===== src/rtl/csr_pkg.sv =====
package csr_pkg;
  typedef enum logic [2:0] {
    SEL_EXE_LO  = 3'd0,
    SEL_EXE_HI  = 3'd1,
    SEL_GP_IN   = 3'd2,
    SEL_GP_OUT  = 3'd3,
    SEL_TICK_LO = 3'd4,
    SEL_TICK_HI = 3'd5,
    SEL_CTRL    = 3'd6,
    SEL_HOST_IN = 3'd7
  } csr_sel_e;

  localparam int CTRL_IRQ_BIT  = 0;
  localparam int CTRL_TICK_BIT = 1;
  localparam int CTRL_SIG_LSB  = 2;
endpackage


===== src/rtl/seg_guard.sv =====
module seg_guard #(
  parameter int MAP_W = 16,
  parameter int PC_W  = 8
) (
  input  logic [MAP_W-1:0] exe_map,
  input  logic             fetch_valid,
  input  logic [PC_W-1:0]  fetch_pc,
  output logic             denied
);
  localparam int IDX_W = $clog2(MAP_W);

  logic [IDX_W-1:0] seg_idx;
  logic [MAP_W-1:0] blocked_hit;

  assign seg_idx = fetch_pc[PC_W-1 -: IDX_W];

  for (genvar g = 0; g < MAP_W; g++) begin : g_seg
    assign blocked_hit[g] = (seg_idx == IDX_W'(g)) && !exe_map[g];
  end

  assign denied = fetch_valid && (|blocked_hit);
endmodule


===== src/rtl/retire_counter.sv =====
module retire_counter #(
  parameter int BYTE_W = 8,
  parameter int NBYTES = 2
) (
  input  logic                     clk,
  input  logic                     rst_n,
  input  logic                     enable,
  input  logic                     step,
  input  logic [NBYTES-1:0]        byte_wr,
  input  logic [BYTE_W-1:0]        wdata,
  output logic [NBYTES*BYTE_W-1:0] count
);
  localparam int CNT_W = NBYTES * BYTE_W;

  logic [CNT_W-1:0] next_count;

  always_comb begin
    next_count = count;
    if (|byte_wr) begin
      for (int b = 0; b < NBYTES; b++) begin
        if (byte_wr[b]) next_count[b*BYTE_W +: BYTE_W] = wdata;
      end
    end else if (enable && step) begin
      next_count = count + CNT_W'(1);
    end
  end

  always_ff @(posedge clk or negedge rst_n) begin
    if (!rst_n) count <= '0;
    else        count <= next_count;
  end
endmodule


===== src/rtl/csr_seg_file.sv =====
module csr_seg_file
  import csr_pkg::*;
#(
  parameter int DATA_W = 8,
  parameter int PC_W   = 8
) (
  input  logic              clk,
  input  logic              rst_n,
  input  logic [2:0]        csr_sel,
  input  logic              csr_we,
  input  logic [DATA_W-1:0] csr_wdata,
  output logic [DATA_W-1:0] csr_rdata,
  input  logic              retire,
  input  logic              fetch_valid,
  input  logic [PC_W-1:0]   fetch_pc,
  output logic              fetch_denied,
  input  logic [DATA_W-1:0] io_in,
  output logic [DATA_W-1:0] io_out,
  input  logic [DATA_W-1:0] sig_in,
  output logic [DATA_W-3:0] sig_out,
  output logic              irq_out
);
  localparam int MAP_W = 2 * DATA_W;
  localparam int CNT_W = 2 * DATA_W;
  localparam logic [DATA_W-1:0] EXE_LO_RST = DATA_W'(1);

  logic [DATA_W-1:0] exe_lo_q, exe_hi_q, gp_out_q, ctrl_q;
  logic [CNT_W-1:0]  cnt_q;
  logic [1:0]        cnt_byte_wr;
  logic              cnt_en;
  logic [7:0]        wr_hit;

  for (genvar s = 0; s < 8; s++) begin : g_dec
    assign wr_hit[s] = csr_we && (csr_sel == 3'(s));
  end

  always_ff @(posedge clk or negedge rst_n) begin
    if (!rst_n) begin
      exe_lo_q <= EXE_LO_RST;
      exe_hi_q <= '0;
      gp_out_q <= '0;
      ctrl_q   <= '0;
    end else begin
      if (wr_hit[SEL_EXE_LO]) exe_lo_q <= csr_wdata;
      if (wr_hit[SEL_EXE_HI]) exe_hi_q <= csr_wdata;
      if (wr_hit[SEL_GP_OUT]) gp_out_q <= csr_wdata;
      if (wr_hit[SEL_CTRL])   ctrl_q   <= csr_wdata;
    end
  end

  assign cnt_en      = ctrl_q[CTRL_TICK_BIT];
  assign cnt_byte_wr = {wr_hit[SEL_TICK_HI], wr_hit[SEL_TICK_LO]};

  retire_counter #(.BYTE_W(DATA_W), .NBYTES(2)) u_cnt (
    .clk     (clk),
    .rst_n   (rst_n),
    .enable  (cnt_en),
    .step    (retire),
    .byte_wr (cnt_byte_wr),
    .wdata   (csr_wdata),
    .count   (cnt_q)
  );

  seg_guard #(.MAP_W(MAP_W), .PC_W(PC_W)) u_guard (
    .exe_map     ({exe_hi_q, exe_lo_q}),
    .fetch_valid (fetch_valid),
    .fetch_pc    (fetch_pc),
    .denied      (fetch_denied)
  );

  always_comb begin
    unique case (csr_sel_e'(csr_sel))
      SEL_EXE_LO:  csr_rdata = exe_lo_q;
      SEL_EXE_HI:  csr_rdata = exe_hi_q;
      SEL_GP_IN:   csr_rdata = io_in;
      SEL_GP_OUT:  csr_rdata = gp_out_q;
      SEL_TICK_LO: csr_rdata = cnt_q[DATA_W-1:0];
      SEL_TICK_HI: csr_rdata = cnt_q[CNT_W-1:DATA_W];
      SEL_CTRL:    csr_rdata = ctrl_q;
      default:     csr_rdata = sig_in;
    endcase
  end

  assign io_out  = gp_out_q;
  assign irq_out = ctrl_q[CTRL_IRQ_BIT];
  assign sig_out = ctrl_q[DATA_W-1:CTRL_SIG_LSB];
endmodule


===== config.mk =====
export PLATFORM = sky130hd
export DESIGN_NAME = csr_seg_file
export DESIGN_NICKNAME = d
export VERILOG_FILES = /design/src/rtl/csr_pkg.sv /design/src/rtl/seg_guard.sv /design/src/rtl/retire_counter.sv /design/src/rtl/csr_seg_file.sv
export SDC_FILE = /design/constraint.sdc
export NUM_CORES = 1
export LEC_CHECK = 0
export ABC_AREA = 1
export ABC_CLOCK_PERIOD_IN_PS = 3060
export BUFFER_PORTS_ARGS = -buffer_cell sky130_fd_sc_hd__clkbuf_2
export CAP_MARGIN = 20
export CELL_PAD_IN_SITES_DETAIL_PLACEMENT = 1
export CELL_PAD_IN_SITES_GLOBAL_PLACEMENT = 2
export CORE_AREA = 2 2 148 78
export DETAILED_ROUTE_END_ITERATION = 16
export DIE_AREA = 0 0 150 80
export GPL_TIMING_DRIVEN = 0
export PLACE_DENSITY = 0.79
export SETUP_SLACK_MARGIN = 0.5
export SLEW_MARGIN = 10
export SYNTH_ARGS = -nofsm -noshare
export SYNTH_HDL_FRONTEND = slang
export SYNTH_SLANG_ARGS = --single-unit
export TNS_END_PERCENT = 100

===== constraint.sdc =====
create_clock -name clk -period 3.06 [get_ports clk]
set_input_delay 0.918 -clock clk [delete_from_list [all_inputs] [get_ports clk]]
set_output_delay 0.918 -clock clk [all_outputs]
set_load 0.005 [all_outputs]

==> results.ini, run 1 <==
[setup_path]
critPathLaunchType=input pin
worst-path-max-fanout=5
worstSetupPathType=input pin to output pin
worst_ep_required_time_ns=2.14
cp_data_arrival_time_ns=1.99
worst_setup_ep_type=output pin
reg2reg_slack_ns=1.27

[power_and_ir_drop]
power.density_cell_area_mw_per_mm2=594
power.share.sequential=0.399
power_leakage_nw=2.20
power.net_switching_mw=1.05
power.share.combinational=0.366
irDropWorstVdd_v=0.000278
pwr-share-clk=0.234
netSwitchingFraction=0.409
intPower_mw=1.52

[sta]
max_clock_freq_mhz=343
finClkSkew_ns=0.00701
finalCriticalPeriod_ns=2.91
unrepaired_setup_endpoints_after_global_routing=yes
hold_violations=0
timing.final.crit_share=0.952
final.hold.worst_slack_ns=0.487
slew_viols_final=0
setup-violations-final=0
max_slew.worst_pin.slew_ns=0.725
post-route-worst-setup-slack_ns=0.147
max_slew_margin=0.517

[grt]
grt_use_met3=0.0469
grt_antenna_before_repair=0
grt.met2_usage=0.306
grtUsageMet1=0.382
grt_first_pass_wirelength_um=20700
globalRouteOverflowTotal=0
top_usage_layer=met1
first_global_vias=3509
grt_start_max_net_pins=49
grtUsageTotal=0.231

[route]
drt_iter0_drc=327
num_vias=3454
routed_wl_um=13100
firstDrtPassIters=5
ant_nets=0
detail_route.wl_per_cell_um=18.8
post_drt_via_cell_ratio=4.98
detail_route.drc_violations=0

[logic_synthesis]
synth_edf_count=0
postSynth.topFlopCell=sky130_fd_sc_hd__dfrtp_1
post-synth-top-area-cell=sky130_fd_sc_hd__dfrtp_1
postSynthCellCount=465
yosys_reg_bits=48
synth.top_cell.area_share=0.374
syn-mean-instance-area_um2=6.76
synth_warnings=0
ys_types=32
synth.yosys.seq_area_share=0.383
asyncSetResetFlopFracSynth=1.00
synthTopCellsByArea=sky130_fd_sc_hd__dfrtp_1 37%, sky130_fd_sc_hd__nand2_1 17%, sky130_fd_sc_hd__nand3_1 7.6%
synth_nets=506
post_synth_instance_area_mm2=0.00314

[placed_design]
dpl.hpwl_um=9950
io_buffers=58
place_congestion=0.875
placement.setup.worst_slack_ns=-0.107
placedInstanceArea_mm2=0.00365

[floorplanning]
placement_rows=27
core_mm2=0.0107
io_pins=64
die_height_um=80
die-area_mm2=0.0120
die_width_um=150
floorplan.initialDensity=0.294

[run_status]
status=completed

[clock_network]
root_buffer=sky130_fd_sc_hd__clkbuf_16
h-tree-depth=2
tritoncts=yes
cts_max_path_buffers=2
cts_made_buffers=5
clkSinkCount=48
clk_transition_reported_paths_ns=0.06
worstSkewPairLatency_ns=0.29

[final_layout]
areaGrowthSynthToFinish_pct=37.8
finalInstanceArea_mm2=0.00433
num-nets-final=588
most_common_cell_after_layout_fill_and_taps_aside=sky130_fd_sc_hd__nand2_1
layout_common_cells=127 x sky130_fd_sc_hd__nand2_1, 53 x sky130_fd_sc_hd__inv_1, 48 x sky130_fd_sc_hd__clkbuf_2
layout-drive-gt1-share=0.303
footprint_of_the_multi_input_gates_mm2=0.00188
register_area_mm2=0.00120
diodes=0
fill_cells=1357

[flow_run]
drv_cap=0

[hold_path]
hp-class=flop to flop

cells in the mapped netlist, types with 2 or more instances:
master                       n
sky130_fd_sc_hd__clkbuf_1    2
sky130_fd_sc_hd__o21ai_2     4
sky130_fd_sc_hd__a21oi_1    13
sky130_fd_sc_hd__nand3_1    48
sky130_fd_sc_hd__nor2_1     48
sky130_fd_sc_hd__o21ai_1    11
sky130_fd_sc_hd__inv_1      59
sky130_fd_sc_hd__nand2_4     2
sky130_fd_sc_hd__xor2_1      3
sky130_fd_sc_hd__buf_6       4
sky130_fd_sc_hd__buf_2       2
sky130_fd_sc_hd__inv_2       3
sky130_fd_sc_hd__dfrtp_1    47
sky130_fd_sc_hd__a211oi_1    4
sky130_fd_sc_hd__o22ai_1     4
sky130_fd_sc_hd__nand2_2     4
sky130_fd_sc_hd__nand4_1     3
sky130_fd_sc_hd__nand2_1   145
sky130_fd_sc_hd__nor2_2      2
sky130_fd_sc_hd__nor3_4      2
sky130_fd_sc_hd__o21ai_0    43
sky130_fd_sc_hd__nor3_1      2
registers in the layout, indices dropped and copies added, names as in the netlist:
register and cells:
u_cnt.count 16, ctrl_q 8, exe_hi_q 8, exe_lo_q 8, io_out 8
per-layer routing:
| metal | part of all wire | routed length, um |
|---|---|---|
| met5 | 0 | 0 |
| met2 | 0.38 | 4910 |
| met3 | 0.066 | 859 |
| met4 | 0.0011 | 14 |
| met1 | 0.56 | 7270 |
critical path, stage by stage:
cell	delay [ns]
sky130_fd_sc_hd__clkbuf_16	0.14
sky130_fd_sc_hd__clkinv_8	0.05
sky130_fd_sc_hd__buf_4	0.14
sky130_fd_sc_hd__buf_4	0.14
sky130_fd_sc_hd__nor3_4	0.13
sky130_fd_sc_hd__buf_4	0.20
sky130_fd_sc_hd__nand2_1	0.07
sky130_fd_sc_hd__nand3_1	0.09
sky130_fd_sc_hd__clkbuf_2	0.11
path summary, 6_finish.rpt:
kind,from,endpoint,depth (start not counted)
setup reg to reg,u_cnt.count[0],u_cnt.count[14],7
max in group asynchronous,rst_n,exe_hi_q[2],1
hold reg to reg,exe_lo_q[3],exe_lo_q[3],2
min in group asynchronous,rst_n,u_cnt.count[13],1
setup / recovery,csr_sel[0],csr_rdata[7],9
hold / removal,exe_lo_q[3],exe_lo_q[3],2
power groups by stage:
stage | Sequential, mW | Combinational [mW] | Clock (mW)
3_5_place_dp | 1.03 | 0.854 | 0
6_report | 1.03 | 0.942 | 0.602
4_1_cts | 1.02 | 0.918 | 0.620
3_3_place_gp | 1.02 | 0.817 | 0
2_1_floorplan | 0.955 | 0.548 | 0
5_1_grt | 1.06 | 1.07 | 0.646
layout make-up:
cell class,count,area share
Multi-Input combinational cell,345,0.433
Buffer,9,0.0196
Clock buffer,8,0.0361
Sequential cell,48,0.278
Inverter,63,0.0644
Tap cell,145,0.0419
Timing Repair Buffer,75,0.127
through the flow:
stage	total power [mW]	utilization	instances	TNS (ns)
finish	2.57	0.406	693	0
floorplan	1.50	-	465	0
detailed placement	1.88	0.342	668	-0.686
global route	2.78	0.406	693	0
global placement	1.84	0.342	668	-0.444
CTS	2.56	0.395	689	0
kinds of logic (layout without fill, tap and decap cells):
family	Yosys count	count (layout)	synth area share
AOI/OAI and AO/OA	81	81	0.143
xor gates and xnor gates	4	4	0.0112
buffers and inverters	72	155	0.0984
adders and majority gates	1	1	0.00398
and+or+nand+nor	259	259	0.361
DFF	48	48	0.383
repair_timing:
| action | in CTS | in global routing |
|---|---|---|
| hold buffers | 0 | 0 |
| setup endpoints to repair | 9 | 9 |
| gates cloned | 1 | 0 |
| pin swaps | 23 | 26 |
| setup buffers | 12 | 4 |
| gates resized for setup | 71 | 34 |
Power figures use the tool's default switching activity.
==> inputs of run 2 (changes only) <==
Settings changed: ABC_AREA 1 to 0, CORE_AREA 2 2 148 78 to 2 2 157 82, DIE_AREA 0 0 150 80 to 0 0 159 84, PLACE_DENSITY 0.79 to 0.6.
==> run 2 against run 1 <==
  * Via count is 22% lower
  * Fmax is 6.3% lower
  * Die area is 11% higher
  * Sequential cell count stayed put
  * Largest power group unchanged
  * The run now ends with negative setup slack left
  * Critical endpoint is now csr_rdata[6]
  * Utilization is 7.3 points lower
  * Final cell count is 26% lower
  * Critical path type unchanged
==> results.ini, run 2 <==
[run_status]
status=finished with violations
violations=negative setup slack

[route]
drt_iter0_drc=150
ant_nets=0
routed_wl_um=12300
detail_route.drc_violations=0
num_vias=2698
detail_route.wl_per_cell_um=24.0
firstDrtPassIters=5
post_drt_via_cell_ratio=5.25

[clock_network]
tritoncts=yes
clkSinkCount=48
cts_max_path_buffers=2
h-tree-depth=2
cts_made_buffers=5
worstSkewPairLatency_ns=0.30
clk_transition_reported_paths_ns=0.07
root_buffer=sky130_fd_sc_hd__clkbuf_16

[logic_synthesis]
postSynthCellCount=270
synthTopCellsByCount=47 x sky130_fd_sc_hd__dfrtp_1, 37 x sky130_fd_sc_hd__mux2_2, 24 x sky130_fd_sc_hd__a21oi_1
ys_types=55
synth.top_cell.area_share=0.401
synth_nets=311
asyncSetResetFlopFracSynth=1.00
post-synth-top-area-cell=sky130_fd_sc_hd__dfrtp_1
synthTopCellsByArea=sky130_fd_sc_hd__dfrtp_1 40%, sky130_fd_sc_hd__mux2_2 14%, sky130_fd_sc_hd__mux4_2 5.4%
post_synth_instance_area_mm2=0.00293
synth_warnings=0
yosys_reg_bits=48
postSynth.topFlopCell=sky130_fd_sc_hd__dfrtp_1
synth.yosys.seq_area_share=0.410
synth.most_common_cell=sky130_fd_sc_hd__dfrtp_1
synth_edf_count=0
syn-mean-instance-area_um2=10.9

[setup_path]
reg2reg_slack_ns=1.06
worstSetupPathType=input pin to output pin
worst_setup_ep_type=output pin
worst_ep_required_time_ns=2.14
worst-path-max-fanout=6
cp_data_arrival_time_ns=2.19
critPathLaunchType=input pin

[grt]
grt_first_pass_wirelength_um=18100
grt_start_max_net_pins=49
grt_antenna_before_repair=0
first_global_vias=2707
grtUsageTotal=0.185
globalRouteOverflowTotal=0

[floorplanning]
io_pins=64
die-area_mm2=0.0134
placement_rows=29
core_mm2=0.0122
floorplan.initialDensity=0.241
die_width_um=159
die_height_um=84

[power_and_ir_drop]
power.share.sequential=0.415
intPower_mw=1.62
irDropWorstVdd_v=0.000193
power_leakage_nw=1.68
power.density_cell_area_mw_per_mm2=630
power.net_switching_uw=935
power.share.combinational=0.327
total_power_mw=2.55
netSwitchingFraction=0.366
pwr-share-clk=0.258

[sta]
post-route-worst-setup-slack_ns=-0.0470
timing.final.crit_share=1.02
finalCriticalPeriod_ns=3.11
hold_violations=0
finClkSkew_ns=0.00322
unrepaired_setup_endpoints_after_global_routing=yes
setup-violations-final=4
final.hold.worst_slack_ns=0.534
max_slew.worst_pin.slew_ns=0.737
slew_viols_final=0
max_slew_margin=0.508
max_clock_freq_mhz=322

[final_layout]
num-nets-final=384
finish.cell_count_without_fillers=514
layout-drive-gt1-share=0.503
most_common_cell_after_layout_fill_and_taps_aside=sky130_fd_sc_hd__clkbuf_2
areaGrowthSynthToFinish_pct=38.3
largest-register=u_cnt.count
layout_common_cells=49 x sky130_fd_sc_hd__clkbuf_2, 47 x sky130_fd_sc_hd__dfrtp_1, 35 x sky130_fd_sc_hd__mux2_2
diodes=0
largest_reg_flops=16

[flow_run]
drv_cap=0

[placed_design]
dpl.hpwl_um=9030
cell_count_after_placement=497
place_congestion=0.804
io_buffers=57

[hold_path]
hp-class=flop to flop

run 2: changes by cell type in the layout (fill, tap and decap cells not counted), sizes merged, moves of 31 or more:
cell   delta
inv      -59
mux2     +37
nand2   -141
nand3    -44
nor2     -31
o21ai    -45
run 2: cell families after synthesis:
logic type / count (synthesis) / share of synthesized area
AOI/OAI and AO/OA: 82 / 0.187
muxes: 47 / 0.210
adders and majority gates: 1 / 0.00427
buffers and inverters: 19 / 0.0401
DFF: 48 / 0.410
and+or+nand+nor: 73 / 0.148
run 2: stage by stage:
step | util | cell area [um2] | setup slack [ns] | setup TNS (ns)
2_1_floorplan | - | 3010 | 0.347 | 0
3_3_place_gp | 0.288 | 3510 | -0.195 | -0.799
3_5_place_dp | 0.288 | 3510 | -0.199 | -0.880
4_1_cts | 0.323 | 3940 | -0.0423 | -0.154
5_1_grt | 0.333 | 4060 | -0.0809 | -0.318
6_report | 0.333 | 4060 | -0.0470 | -0.118
run 2: area by class of cell:
class,instances,area [um2]
Buffer,16,190
Clock buffer,5,125
Clock inverter,3,42.5
Fill cell,1380,8140
Inverter,3,11.3
Multi-Input combinational cell,203,1800
Sequential cell,48,1200
Tap cell,170,213
Timing Repair Buffer,66,473
run 2: layer usage:
layer	share of wire	vias to the layer above	GRT usage	wire (um)
met4	0.0036	0	0.0248	44
met2	0.36	93	0.232	4450
met1	0.55	1390	0.298	6810
met3	0.082	4	0.0606	1010
met5	0	-	0	0
li1	-	1211	-	-
run 2: what timing repair did:
action / in CTS / in global routing
hold buffers: 0 / 0
resized for setup: 32 / 22
pin swaps: 10 / 11
cloned: 2 / 1
setup endpoints to repair: 9 / 9
setup buffers: 4 / 2
run 2: power by group through the flow:
stage          sequential (mW)  clock [mW]  combinational, mW
2_1_floorplan            0.956           0              0.504
3_3_place_gp              1.05           0              0.743
3_5_place_dp              1.05           0              0.761
4_1_cts                   1.05       0.678              0.813
5_1_grt                   1.09       0.696              0.917
6_report                  1.06       0.659              0.836
run 2: final timing paths:
path                                start               to  cells after the start
max in group asynchronous           rst_n        ctrl_q[3]                      1
min                             ctrl_q[0]        ctrl_q[0]                      1
max reg2reg                u_cnt.count[1]  u_cnt.count[14]                      5
min reg2reg                     ctrl_q[0]        ctrl_q[0]                      1
min in group asynchronous           rst_n   u_cnt.count[0]                      1
max                            csr_sel[2]     csr_rdata[6]                      8
run 2: critical path, stage by stage:
cell and delay (ns):
sky130_fd_sc_hd__clkbuf_16 0.13, sky130_fd_sc_hd__buf_12 0.14, sky130_fd_sc_hd__buf_12 0.13, sky130_fd_sc_hd__nor2b_4 0.15
sky130_fd_sc_hd__a221oi_4 0.34, sky130_fd_sc_hd__a21oi_2 0.06, sky130_fd_sc_hd__o22a_1 0.20, sky130_fd_sc_hd__clkbuf_2 0.11
